===== config.mk =====
export PLATFORM = sky130hd
export DESIGN_NAME = gray_frc_pwm
export DESIGN_NICKNAME = d
export VERILOG_FILES = /design/src/rtl/gfp_pkg.sv /design/src/rtl/gfp_timing.sv /design/src/rtl/gfp_palette.sv /design/src/rtl/gfp_lane.sv /design/src/rtl/gray_frc_pwm.sv
export SDC_FILE = /design/constraint.sdc
export NUM_CORES = 1
export LEC_CHECK = 0
export ABC_AREA = 1
export ABC_CLOCK_PERIOD_IN_PS = 2650
export CORE_ASPECT_RATIO = 0.75
export CORE_MARGIN = 1
export CORE_UTILIZATION = 35
export CTS_CLUSTER_SIZE = 40
export DETAILED_ROUTE_END_ITERATION = 10
export DONT_BUFFER_PORTS = 1
export PLACE_DENSITY_LB_ADDON = 0.25
export SETUP_SLACK_MARGIN = 0.4
export SYNTH_ARGS = -nofsm -noshare
export SYNTH_HDL_FRONTEND = slang
export SYNTH_SLANG_ARGS = --single-unit

===== constraint.sdc =====
create_clock -name clk -period 2.65 [get_ports clk]
set_clock_uncertainty 0.15 [all_clocks]
set_input_delay 0.3975 -clock clk [delete_from_list [all_inputs] [get_ports clk]]
set_output_delay 0.3975 -clock clk [all_outputs]
set_load 0.03 [all_outputs]

===== src/rtl/gfp_pkg.sv =====
package gfp_pkg;
  typedef logic [3:0] pal_t;

  // Default shade for gray code g: the code repeated in both halves.
  function automatic pal_t reset_pal(input logic [1:0] g);
    return pal_t'({g, g});
  endfunction

  // Segment state for a palette value, frame slot and line quarter.
  function automatic logic lit(input pal_t p, input logic [1:0] slot,
                               input logic [1:0] q);
    return (p != 4'd0) && (slot <= p[3:2]) && (q <= p[1:0]);
  endfunction
endpackage


===== src/rtl/gfp_timing.sv =====
module gfp_timing #(
  parameter int LINE_TICKS = 8
) (
  input  logic       clk,
  input  logic       rst_n,
  input  logic       frame_start,
  input  logic       line_start,
  output logic [1:0] frame_ph,
  output logic [1:0] line_ph,
  output logic [1:0] quarter
);
  localparam int TW   = (LINE_TICKS > 2) ? $clog2(LINE_TICKS) : 1;
  localparam int QT   = LINE_TICKS / 4;
  localparam int LAST = LINE_TICKS - 1;

  logic [TW-1:0] tick;
  logic          tick_at_end;

  assign tick_at_end = (int'(tick) == LAST);
  assign quarter     = 2'(int'(tick) / QT);

  always_ff @(posedge clk or negedge rst_n) begin
    if (!rst_n) begin
      frame_ph <= 2'd0;
      line_ph  <= 2'd0;
      tick     <= '0;
    end else if (frame_start) begin
      frame_ph <= frame_ph + 2'd1;
      line_ph  <= 2'd0;
      tick     <= '0;
    end else if (line_start) begin
      line_ph <= line_ph + 2'd1;
      tick    <= '0;
    end else if (!tick_at_end) begin
      tick <= tick + 1'b1;
    end
  end


  frame_adv_chk: assert property (@(posedge clk) disable iff (!rst_n)
    frame_start |=> frame_ph == 2'($past(frame_ph) + 2'd1));

  frame_clr_chk: assert property (@(posedge clk) disable iff (!rst_n)
    frame_start |=> (line_ph == 2'd0) && (quarter == 2'd0));

  line_adv_chk: assert property (@(posedge clk) disable iff (!rst_n)
    (line_start && !frame_start) |=> line_ph == 2'($past(line_ph) + 2'd1));

  tick_sat_chk: assert property (@(posedge clk) disable iff (!rst_n)
    (!frame_start && !line_start && tick_at_end) |=> tick_at_end);
endmodule


===== src/rtl/gfp_palette.sv =====
module gfp_palette
  import gfp_pkg::*;
(
  input  logic            clk,
  input  logic            rst_n,
  input  logic            frame_start,
  input  logic            pal_we,
  input  logic [1:0]      pal_sel,
  input  logic [3:0]      pal_wdata,
  output logic [3:0][3:0] active
);
  logic [3:0][3:0] staged;

  for (genvar g = 0; g < 4; g++) begin : g_entry
    logic hit;
    assign hit = pal_we && (pal_sel == 2'(g));

    always_ff @(posedge clk or negedge rst_n) begin
      if (!rst_n) begin
        staged[g] <= reset_pal(2'(g));
        active[g] <= reset_pal(2'(g));
      end else begin
        if (hit) staged[g] <= pal_wdata;
        if (frame_start) active[g] <= hit ? pal_wdata : staged[g];
      end
    end
  end


  pal_hold_chk: assert property (@(posedge clk) disable iff (!rst_n)
    !frame_start |=> $stable(active));

  pal_same_cycle_chk: assert property (@(posedge clk) disable iff (!rst_n)
    (frame_start && pal_we) |=> active[$past(pal_sel)] == $past(pal_wdata));
endmodule


===== src/rtl/gfp_lane.sv =====
module gfp_lane
  import gfp_pkg::*;
#(
  parameter int COL = 0
) (
  input  logic [3:0] pal,
  input  logic [1:0] frame_ph,
  input  logic [1:0] line_ph,
  input  logic [1:0] quarter,
  output logic       seg_o
);
  localparam logic [1:0] COL_OFS = 2'(COL % 4);

  logic [1:0] slot;
  assign slot  = frame_ph + line_ph + COL_OFS;
  assign seg_o = lit(pal, slot, quarter);
endmodule


===== src/rtl/gray_frc_pwm.sv =====
module gray_frc_pwm
  import gfp_pkg::*;
#(
  parameter int NSEG       = 8,
  parameter int LINE_TICKS = 8
) (
  input  logic              clk,
  input  logic              rst_n,
  input  logic              frame_start,
  input  logic              line_start,
  input  logic [2*NSEG-1:0] pix_codes,
  input  logic              pal_we,
  input  logic [1:0]        pal_sel,
  input  logic [3:0]        pal_wdata,
  output logic [NSEG-1:0]   seg
);
  logic [3:0][3:0] active;
  logic [1:0]      frame_ph, line_ph, quarter;

  gfp_timing #(.LINE_TICKS(LINE_TICKS)) u_timing (
    .clk(clk), .rst_n(rst_n), .frame_start(frame_start),
    .line_start(line_start), .frame_ph(frame_ph), .line_ph(line_ph),
    .quarter(quarter)
  );

  gfp_palette u_palette (
    .clk(clk), .rst_n(rst_n), .frame_start(frame_start),
    .pal_we(pal_we), .pal_sel(pal_sel), .pal_wdata(pal_wdata),
    .active(active)
  );

  for (genvar i = 0; i < NSEG; i++) begin : g_lane
    logic [1:0] code;
    logic [3:0] lane_pal;
    assign code     = pix_codes[2*i +: 2];
    assign lane_pal = active[code];

    gfp_lane #(.COL(i)) u_lane (
      .pal(lane_pal), .frame_ph(frame_ph), .line_ph(line_ph),
      .quarter(quarter), .seg_o(seg[i])
    );


    dark_chk: assert property (@(posedge clk) disable iff (!rst_n)
      (lane_pal == 4'd0) |-> !seg[i]);

    full_chk: assert property (@(posedge clk) disable iff (!rst_n)
      (lane_pal == 4'd15) |-> seg[i]);
  end
endmodule


-- Word level (Yosys, flattened, before mapping)
Cells that the tools add are included.
- bits of input ports: 27
- flip-flop bits (word level): 39
- word-level logic and storage cells: 102
- output and inout bits: 8
- eq/ne operators: 5
- reductions and logical operators: 30
- order comparisons: 24
- add/subtract/negate cells: 7
- mux-type cells: 25
- operators by type and width (kind ; count):
    4-bit binary-select mux with 2-bit select ; 8
    4-bit 2-to-1 mux ; 12
    2-bit <= comparator ; 16
    4-bit nonzero test ; 8
    2-bit by 3-bit less-than comparator with 1-bit output (second input constant) ; 8
    1-bit logical AND ; 20
    3-bit 2-to-1 mux ; 3
    2-bit by 1-bit adder with 2-bit output (second input constant) ; 3
    2-bit adder (second input constant) ; 2
    2-bit == test (second input constant) ; 2
    2-bit 2-to-1 mux ; 2
    3-bit by 1-bit adder with 3-bit output (second input constant) ; 1
    3-bit by 1-bit == test with 1-bit output (second input constant) ; 1
    3-bit inequality test (second input constant) ; 1
    2-bit adder ; 1
    2-bit by 1-bit == test with 1-bit output (second input constant) ; 1
    2-bit logical NOT ; 1
    2-bit nonzero test ; 1

-- Depth between registers and ports, before layout
Gate-level depths: netlist of the first run.
- word-level depth: 5
- gate-level depth with buffers: 13
- mapped depth without buffers: 12

-- Hierarchy
From an unflattened synthesis of the first run, not the netlist that was laid out.
- cell total of the unflattened synthesis: 730
- area, all modules: 4315.4 um^2
- by module, submodules not included (module ; sequential area each (um^2) ; cells each ; instances ; area an instance (um^2)):
    gfp_palette ; 820.8 ; 166 ; 1 ; 1437.6
    gray_frc_pwm ; 0.0 ; 264 ; 1 ; 1138.6
    gfp_lane (g_lane[3].u_lane ...) ; 0.0 ; 35 ; 2 ; 180.2
    gfp_lane (g_lane[0].u_lane ...) ; 0.0 ; 34 ; 2 ; 176.4
    gfp_lane (g_lane[1].u_lane ...) ; 0.0 ; 32 ; 2 ; 175.2
    gfp_lane (g_lane[2].u_lane ...) ; 0.0 ; 31 ; 2 ; 171.4
    gfp_timing ; 175.2 ; 36 ; 1 ; 332.8

-- Worst setup path before layout of the first run
No wires, ideal clock.
- path type: reg-to-output
- start point: register u_timing.frame_ph[0]
- end point: output seg[1]
- required time: 2102 ps
- data arrival time: 1873 ps
- buffers on the path: 1
- setup slack: 230 ps
- stages on the path, launching flop included: 11
- cell sequence: dfrtp_1 ha_1 xnor2_2 xor2_1 ha_1 nand2_1 inv_1 a21oi_1 nand2_1 nor2_1 buf_4
- cells in the longest elaborated chain, start to end: 5
- RTL lines (what ; line ; RTL):
    start, declared ; gfp_timing.sv:8 ; output logic [1:0] frame_ph,
    start signal, assigned ; gfp_timing.sv:28 ; frame_ph <= frame_ph + 2'd1;
    2-bit adder ; gfp_lane.sv:15 ; assign slot = frame_ph + line_ph + COL_OFS;
    2-bit by 1-bit adder with 2-bit output ; gfp_lane.sv:15 ;
    2-bit <= comparator ; gfp_pkg.sv:12 ; return (p != 4'd0) && (slot <= p[3:2]) && (q <= p[1:0]);
    1-bit logical AND (2 in a row) ; gfp_pkg.sv:12 ;
    end, declared ; gray_frc_pwm.sv:15 ; output logic [NSEG-1:0] seg
Every way passes these cells.

-- Worst setup path in the final report of the first run
- start point: register u_timing.frame_ph[1]
- end point: output seg[5]
Same word-level chain as after synthesis.

==> impl.org, run 1 <==
** Drt
- Aggregate routed wire length :: 9540 um
- After detailed routing, the average wire length per cell comes to 14.5 um.
- Iteration-0 DRC count of the detailed router :: 315
- Post-DR vias/cell :: 5.00
- Overall via count from detail_route :: 3292
- Length of the first detailed-routing pass in iterations :: 5
- The count of nets left with antenna violations once routing finished came out at 0.
- In the routed design, unresolved DRC markers number 0.

** Setup path
- Worst R2R Start :: u_timing.tick[2]
- The worst setup path is captured at an output port.
- Capture instance of the worst register-to-register path :: u_timing.tick[1]
- Type of origin of the critical path :: flop
- Data required time at the worst endpoint :: 2.10 ns
- Crit-path max FO :: 4
- Number of cell instances on the worst register-to-register path :: 4
- Setup slack of the worst register-to-register path :: 1.08 ns
- The critical path is of the flop to output port type.
- Data arrives at the worst endpoint at 2.19 ns.
- Tracing the worst setup path back leads to its startpoint at u_timing.frame_ph[1].

** Placement
- During placement, the flow inserted port buffers numbering 0.
- Placed instance count :: 640
- Prior to clock tree synthesis, the placed netlist has a worst setup slack of 0.0704 ns.
- Detailed placement HPWL :: 6950 um
- Routability-driven placement finished with a final weighted congestion of 0.821.

** Clock network
- CTS saw 39 sinks.
- The longest clock path from root to sink contains 2 buffers.
- The tree is rooted in a sky130_fd_sc_hd__clkbuf_16.
- Clock-pin transition on the worst setup and hold timing paths :: 0.06 ns
- TritonCTS built the clock tree.
- The H-tree was split into 2 levels.
- For the worst-skew pair, the clock arrives at the later sink with an insertion delay of 0.28 ns.
- Clock tree synthesis inserted a total of 5 buffers.

** Job
- Number of max-cap violations :: 0

** Synth
- Seq cells post-synth :: 39
- Summed over all instances, the cell type with the most area after synthesis is sky130_fd_sc_hd__nand2_1.
- The number of nets in the synthesized netlist is 583.
- Yosys synthesis warning count :: 0
- Synthesis handed over a netlist of 529 instances.
- After synthesis, the cell types taking the most area are sky130_fd_sc_hd__nand2_1 21%, sky130_fd_sc_hd__dfrtp_1 17%, sky130_fd_sc_hd__dfstp_2 12%.
- Seq/Total Area, Yosys :: 0.288
- Count of distinct cell types in the synthesized netlist :: 25
- The share of synthesized area in the top cell type comes to 0.209.
- Most instantiated flip-flop cell in the synthesis netlist :: sky130_fd_sc_hd__dfrtp_1
- Async S/R FF share, synth :: 1.00
- Post-synth EDFFs :: 0
- Post-synthesis instance area :: 3460 um^2
- Averaged over all synthesized cells, the footprint is 6.54 um^2.

** Timing
- Total negative slack for setup checks :: -0.541 ns
- RSZ-0062 raised after global routing :: true
- Final Setup Violations :: 8
- The number of max-slew violations in the final report came to 0.
- Maximum clock frequency :: 366 MHz
- Time the worst path needs with I/O delays and setup :: 2.74 ns
- Max_slew headroom :: 0.617
- WHS :: 0.0491 ns
- Of the available clock period, the critical path in the final layout requires 1.03.
- The number of hold-slack violations in the final timing report came to 0.
- Across all setup checks in the final design, the least slack found is -0.0852 ns.
- Slew at the pin closest to its max-slew limit :: 0.575 ns

** Min path
- Path class of the lowest-slack min-delay path :: input pin to flop
- Counting instances, the worst hold path has a depth of 1.
- The worst hold path begins at frame_start.
- Worst Hold Endpoint :: u_timing.line_ph[0]

** Die
- Initial cell density of the core :: 0.360
- The die covers 10300 um^2.
- The floorplan step set the die height to 88.1 um.
- Row count :: 31
- In this run the horizontal extent of the chip is 117 um.
- After floorplanning, the core was sized to cover 9620 um^2.
- During I/O placement, the number of pins put on the boundary was 35.

** Global route
- Global-route usage over all layers :: 0.192
- Global-route wire length before repair :: 15200 um
- Initial antenna violation count :: 0
- The via count of the first global-routing pass came to 2987.
- Gr ovfl total :: 0
- Largest net degree at the start of global routing :: 40

** Finish
- Relative to the synthesized area, the layout overhead comes to 13.3%.
- Utilization of the core after routing :: 0.408
- Non-filler cells, final :: 659
- Number of nets in the finished design :: 580
- 0 antenna diodes ended up in the layout.
- The library cell used most frequently in the layout, excluding fill and tap cells, is sky130_fd_sc_hd__nand2_1.
- Of the cells placed in the final design, the portion with a size suffix greater than 1 is 0.175.
- Highest-count cells in the layout ignoring fill and taps :: 186 x sky130_fd_sc_hd__nand2_1, 50 x sky130_fd_sc_hd__nand3_1, 45 x sky130_fd_sc_hd__inv_1
- Number of fill cells in the layout :: 1035

** Power and ir drop
- Total power per unit cell area :: 926 nW/um^2
- The analysis attributes to cell leakage a power of 1.97 nW.
- IR analysis of the VDD net gives a maximum drop of 510 uV.

** Outcome
- Violated checks :: setup timing
- Run status :: finished, violations left
==> sequential cells by signal (all words and copies together) (netlist names) <==
| signal | count |
|---|---|
| u_timing.frame_ph | 2 |
| u_palette.staged | 16 |
| u_timing.tick | 3 |
| u_palette.active | 16 |
| u_timing.line_ph | 2 |
==> how the worst max path moves through the flow <==
stage	endpoint	slack, ns	cells after the start
global placement	seg[5]	0.15	10
global route	seg[6]	-0.22	10
finish	seg[5]	-0.09	10
floorplan	seg[5]	0.29	10
CTS	seg[5]	-0.11	10
detailed placement	seg[5]	0.07	10
==> repair_timing <==
action / in CTS / in global routing
resized for setup: 8 / 29
endpoints found under the setup margin: 8 / 8
pin swaps: 12 / 11
endpoints found under the hold margin: 39 / 0
setup buffers: 3 / 6
hold buffers: 2 / 0
==> cells by family (layout without fill, tap and decap cells) <==
kind of cell    after synthesis  after routing  share of synthesized area
mux                          12             12                     0.0390
compound gates               85             85                      0.125
flops                        39             39                      0.288
fa+ha+maj                    27             27                     0.0976
simple gates                275            275                      0.324
buf+inv                      85             83                      0.110
xor+xnor                      6              6                     0.0174
==> final cells by class <==
type | instances | area, um^2 | area share
Multi-Input combinational cell | 405 | 2210 | 0.564
Inverter | 54 | 203 | 0.0517
Sequential cell | 39 | 996 | 0.254
Timing Repair Buffer | 21 | 178 | 0.0453
Clock buffer | 5 | 125 | 0.0319
Tap cell | 132 | 165 | 0.0421
Clock inverter | 3 | 43.8 | 0.0112
==> Yosys cell counts, types with 5 or more instances <==
library cell,number
sky130_fd_sc_hd__nand2_1,193
sky130_fd_sc_hd__mux2_2,12
sky130_fd_sc_hd__inv_1,50
sky130_fd_sc_hd__buf_2,13
sky130_fd_sc_hd__dfrtp_1,23
sky130_fd_sc_hd__o21ai_0,43
sky130_fd_sc_hd__nor2_1,24
sky130_fd_sc_hd__a21oi_1,36
sky130_fd_sc_hd__buf_4,11
sky130_fd_sc_hd__ha_1,27
sky130_fd_sc_hd__nand3_1,52
sky130_fd_sc_hd__clkbuf_1,5
sky130_fd_sc_hd__dfstp_2,16
==> per-stage QoR <==
stage,instance area (um^2),power [mW]
after global placement,3540,2.63
final,3920,3.63
after detailed placement,3540,2.67
after global routing,3920,3.94
after CTS,3820,3.51
after floorplan,3480,2.34
==> where the power goes <==
group | switching [mW] | internal [mW] | total [mW]
Combinational | 1.19 | 0.861 | 2.05
Clock | 0.234 | 0.443 | 0.678
Sequential | 0.173 | 0.734 | 0.906
Total | 1.59 | 2.04 | 3.63
==> layer usage <==
layer	global-route usage	wire length, um	vias up
li1	-	-	1685
met1	0.268	4510	1491
met2	0.308	4230	105
met3	0.0332	687	11
met4	0.0483	101	0
met5	0	0	-
==> critical path, stage by stage (launching register included) <==
cell and delay [ns]:
sky130_fd_sc_hd__dfrtp_1 0.41, sky130_fd_sc_hd__xnor2_2 0.27, sky130_fd_sc_hd__xnor2_4 0.14, sky130_fd_sc_hd__xor2_2 0.20, sky130_fd_sc_hd__ha_1 0.33, sky130_fd_sc_hd__nand2_2 0.07
sky130_fd_sc_hd__buf_4 0.13, sky130_fd_sc_hd__nand3_2 0.06, sky130_fd_sc_hd__nand2_1 0.05, sky130_fd_sc_hd__nor2_1 0.09, sky130_fd_sc_hd__buf_4 0.16
No activity file was read; power rests on OpenSTA's default activity.
==> run 2, diff against run 1 <==
--- a/config.mk
+++ b/config.mk
@@ -6,7 +6,7 @@
 export NUM_CORES = 1
 export LEC_CHECK = 0
 export ABC_AREA = 1
-export ABC_CLOCK_PERIOD_IN_PS = 2650
+export ABC_CLOCK_PERIOD_IN_PS = 2900
 export CORE_ASPECT_RATIO = 0.75
 export CORE_MARGIN = 1
 export CORE_UTILIZATION = 35
@@ -15,6 +15,7 @@
 export DONT_BUFFER_PORTS = 1
 export PLACE_DENSITY_LB_ADDON = 0.25
 export SETUP_SLACK_MARGIN = 0.4
+export SKIP_LAST_GASP = 1
 export SYNTH_ARGS = -nofsm -noshare
 export SYNTH_HDL_FRONTEND = slang
 export SYNTH_SLANG_ARGS = --single-unit
==> constraint.sdc (replaced) <==
create_clock -name clk -period 2.9 [get_ports clk]
set_clock_uncertainty 0.15 [all_clocks]
set_input_delay 0.435 -clock clk [delete_from_list [all_inputs] [get_ports clk]]
set_output_delay 0.435 -clock clk [all_outputs]
set_load 0.03 [all_outputs]
==> run 2 against run 1 <==
  * The flow now finishes without violations
  * Clock-buffer cell count increased by 1
  * Via count increased by 1.5%
  * Critical path type unchanged
  * Global-route usage increased by 0.34 points
  * Die area unchanged
==> impl.org, run 2 (synthesis gave the netlist of run 1 again) <==
** Finish
- Combined area of the multi-input logic cells :: 2300 um^2 (+4.0%)
- The flip-flop and latch area was 998 um^2 (+0.25%).
- Leaving out fill and tap cells, the most frequent cell in the layout is sky130_fd_sc_hd__nand2_1.
- Compared with the post-synthesis result, the final layout area differs by 16.2%.
- Diode count :: 0 (unchanged)
- Leaving out fill and tap cells, the most frequent cells in the layout are 188 x sky130_fd_sc_hd__nand2_1, 52 x sky130_fd_sc_hd__nand3_1, 45 x sky130_fd_sc_hd__inv_1.
- Number of nets in the finished design :: 580 (unchanged)
- Number of fill cells in the layout :: 1005 (-2.9%)
- Layout Cell Area excl Fill :: 4020 um^2 (+2.6%)
- Top flop regs :: u_palette.active: 16 flops, u_palette.staged: 16 flops, u_timing.tick: 3 flops
- The share of layout cells above drive strength 1 was 0.180 (+0.00569).

** Clock network
- The deepest level of the CTS H-tree came to 2 (unchanged).
- The number of buffers on the longest clock path came to 2 (unchanged).
- TritonCTS built the clock tree.
- The tree is rooted in a sky130_fd_sc_hd__clkbuf_16.
- Number of clock sinks seen by CTS :: 39 (unchanged)
- The later-pin clock latency in the skew report came to 0.28 ns (about the same).
- The clock slew seen by the registers of the worst setup and hold paths was 0.06 ns (about the same).
- Number of buffers added by the clock tree synthesis step :: 5 (unchanged)

** Drt
- The average wire length per cell after detail routing is 14.5 um (about the same).
- The sum of routed wire length over all layers was 9540 um (about the same).
- Post-DR vias/cell :: 5.07 (+1.5%)
- The number of vias after detailed routing came to 3341 (+1.5%).
- The length of the first detailed-routing pass in iterations was 5 (unchanged).
- Antenna-violating nets left :: 0 (unchanged)
- Drt drc :: 0 (unchanged)
- The DRC marker count from the first detailed-route iteration came to 340 (+7.9%).

** Setup path
- The worst setup path is captured at an output port.
- The arrival time at the worst endpoint was 2.21 ns (+0.02 ns).
- Crit-path max FO :: 5 (+1)
- The worst path required time came to 2.32 ns (+0.22 ns).
- Category of the critical setup timing path :: flop to output port
- Type of origin of the critical path :: flop

** Power and ir drop
- The total power per unit cell area came to 878 nW/um^2 (-5.2%).
- Total power of the final layout :: 3.53 mW (-2.7%)
- Switching part of the total :: 0.442 (+0.00330)
- The total net switching power is 1.56 mW (-2.0%).
- Seq pwr share :: 0.235 (-0.015)
- The clock share of power came to 0.149 (-0.038).
- Proportion of power drawn by combinational gates :: 0.616 (+0.052)
- Peak ir drop on the vdd network :: 551 uV (+7.9%)
- Static leakage :: 1.97 nW (+0.25%)
- Internal Power :: 1.97 mW (-3.3%)

** Timing
- The worst path needs 2.80 ns of the cycle, external delays included.
- Final Setup Violations :: 0 (-8)
- Slew at the pin closest to its max-slew limit :: 0.576 ns (+0.00144 ns)
- RSZ-0062 raised after global routing :: true
- Final count of hold timing violations :: 0 (unchanged)
- Max_slew headroom :: 0.616 (-0.000961)
- Setup slack of the critical path after layout :: 0.101 ns (+0.186 ns)
- Maximum clock frequency :: 357 MHz
- Total negative slack for setup checks :: 0 ns (+0.541 ns)
- Slew Viols, Final :: 0 (unchanged)
- Share of the cycle needed by the critical path after routing :: 0.965

** Min path
- The path class of the tightest hold or removal check is input pin to flop.

** Die
- The die width is 117 um (unchanged).
- Initial cell density of the core :: 0.360 (unchanged)
- The die extent in y came to 88.1 um (unchanged).
- The core box area was 9620 um^2 (unchanged).
- IO Pins :: 35 (unchanged)
- The site row count is 31 (unchanged).
- The die outline area was 10300 um^2 (unchanged).

** Placement
- Place WS :: 0.189 ns (+0.118 ns)
- The weighted congestion reported at the end of routability-driven placement is 0.861 (+4.8%).
- Detailed placement HPWL :: 6630 um (-4.6%)
- # port buffers :: 0 (unchanged)
- Area after detailed placement :: 3520 um^2 (-0.78%)

** Global route
- The remaining global-route overflow came to 0 (unchanged).
- The global routing usage summed across all routing layers is 0.195 (+0.00336).
- The initial antenna violation count came to 0 (unchanged).
- Vias in the first global route :: 3018 (+1.0%)
- Global-route wire length before repair :: 15300 um (+0.27%)
- The maximum number of pins on one net before global-route repair is 40 (unchanged).

** Outcome
- Run status :: completed

** Job
- The max-capacitance violation count was 0 (unchanged).
## run 2: cell types whose count changed in the layout (fill, tap and decap cells not counted), moves of 3 or more
cell | before | now
sky130_fd_sc_hd__o21ai_0 | 33 | 41
sky130_fd_sc_hd__o21ai_1 | 14 | 6
sky130_fd_sc_hd__ha_1 | 23 | 18
sky130_fd_sc_hd__ha_4 | 4 | 9
sky130_fd_sc_hd__nand2_2 | 8 | 3
sky130_fd_sc_hd__buf_12 | 1 | 4
sky130_fd_sc_hd__buf_4 | 16 | 13
sky130_fd_sc_hd__nand2_4 | 0 | 3
## run 2: critical path, cell delays in order, from the launching register on
cell and delay [ns]:
sky130_fd_sc_hd__dfrtp_1 0.40, sky130_fd_sc_hd__xnor2_2 0.26, sky130_fd_sc_hd__xnor2_4 0.15, sky130_fd_sc_hd__buf_12 0.15
sky130_fd_sc_hd__xor2_4 0.22, sky130_fd_sc_hd__ha_4 0.24, sky130_fd_sc_hd__nand2_4 0.06, sky130_fd_sc_hd__inv_2 0.03
sky130_fd_sc_hd__a21oi_2 0.10, sky130_fd_sc_hd__nand2_1 0.06, sky130_fd_sc_hd__nor2_1 0.09, sky130_fd_sc_hd__buf_4 0.16
## run 2: cell type report
class	instances	area share
tap	132	0.0411
clock buffer	6	0.0320
timing repair buffer	21	0.0535
multi-input combinational	405	0.572
clock inverter	2	0.00311
inverter	54	0.0504
sequential	39	0.248
## run 2: path summary, 6_finish.rpt
kind | slack [ns] | startpoint | cells past startpoint | end
max reg2reg | 1.34 | u_timing.tick[2] | 4 | u_timing.tick[2]
min in group asynchronous | 0.46 | rst_n | 2 | u_palette.active[5]
max in group asynchronous | 1.89 | rst_n | 2 | u_palette.active[14]
min | 0.08 | frame_start | 1 | u_timing.line_ph[0]
min reg2reg | 0.32 | u_palette.staged[10] | 2 | u_palette.staged[10]
max | 0.10 | u_timing.frame_ph[1] | 11 | seg[7]
## run 2: per-layer routing
metal  share of wire  vias to the layer above  GRT usage
li1                -                     1689          -
met1            0.46                     1524      0.270
met2            0.44                      114      0.314
met3           0.078                       14     0.0360
met4           0.016                        0     0.0495
met5               0                        -          0
## run 2: per-stage QoR
stage                util  hold slack, ns  std cells
floorplan               -         -0.0106        529
global placement    0.366        -0.00878        639
detailed placement  0.366        -0.00866        639
CTS                 0.400          0.0757        654
global route        0.418          0.0653        659
finish              0.418          0.0808        659
## run 2: timing repair
action,CTS,global route
cloned,0,0
pin swaps,17,21
endpoints found under the setup margin,8,8
hold endpoints to repair,39,0
setup buffers,5,5
hold buffers,2,0
resized for setup,13,29
## run 2: power by group through the flow
stage               Combinational [mW]  Sequential [mW]  Clock (mW)
floorplan                         1.40            0.708           0
global placement                  1.51            0.837           0
detailed placement                1.54            0.842           0
CTS                               1.84            0.838       0.537
global route                      2.46            0.843       0.563
finish                            2.18            0.830       0.525
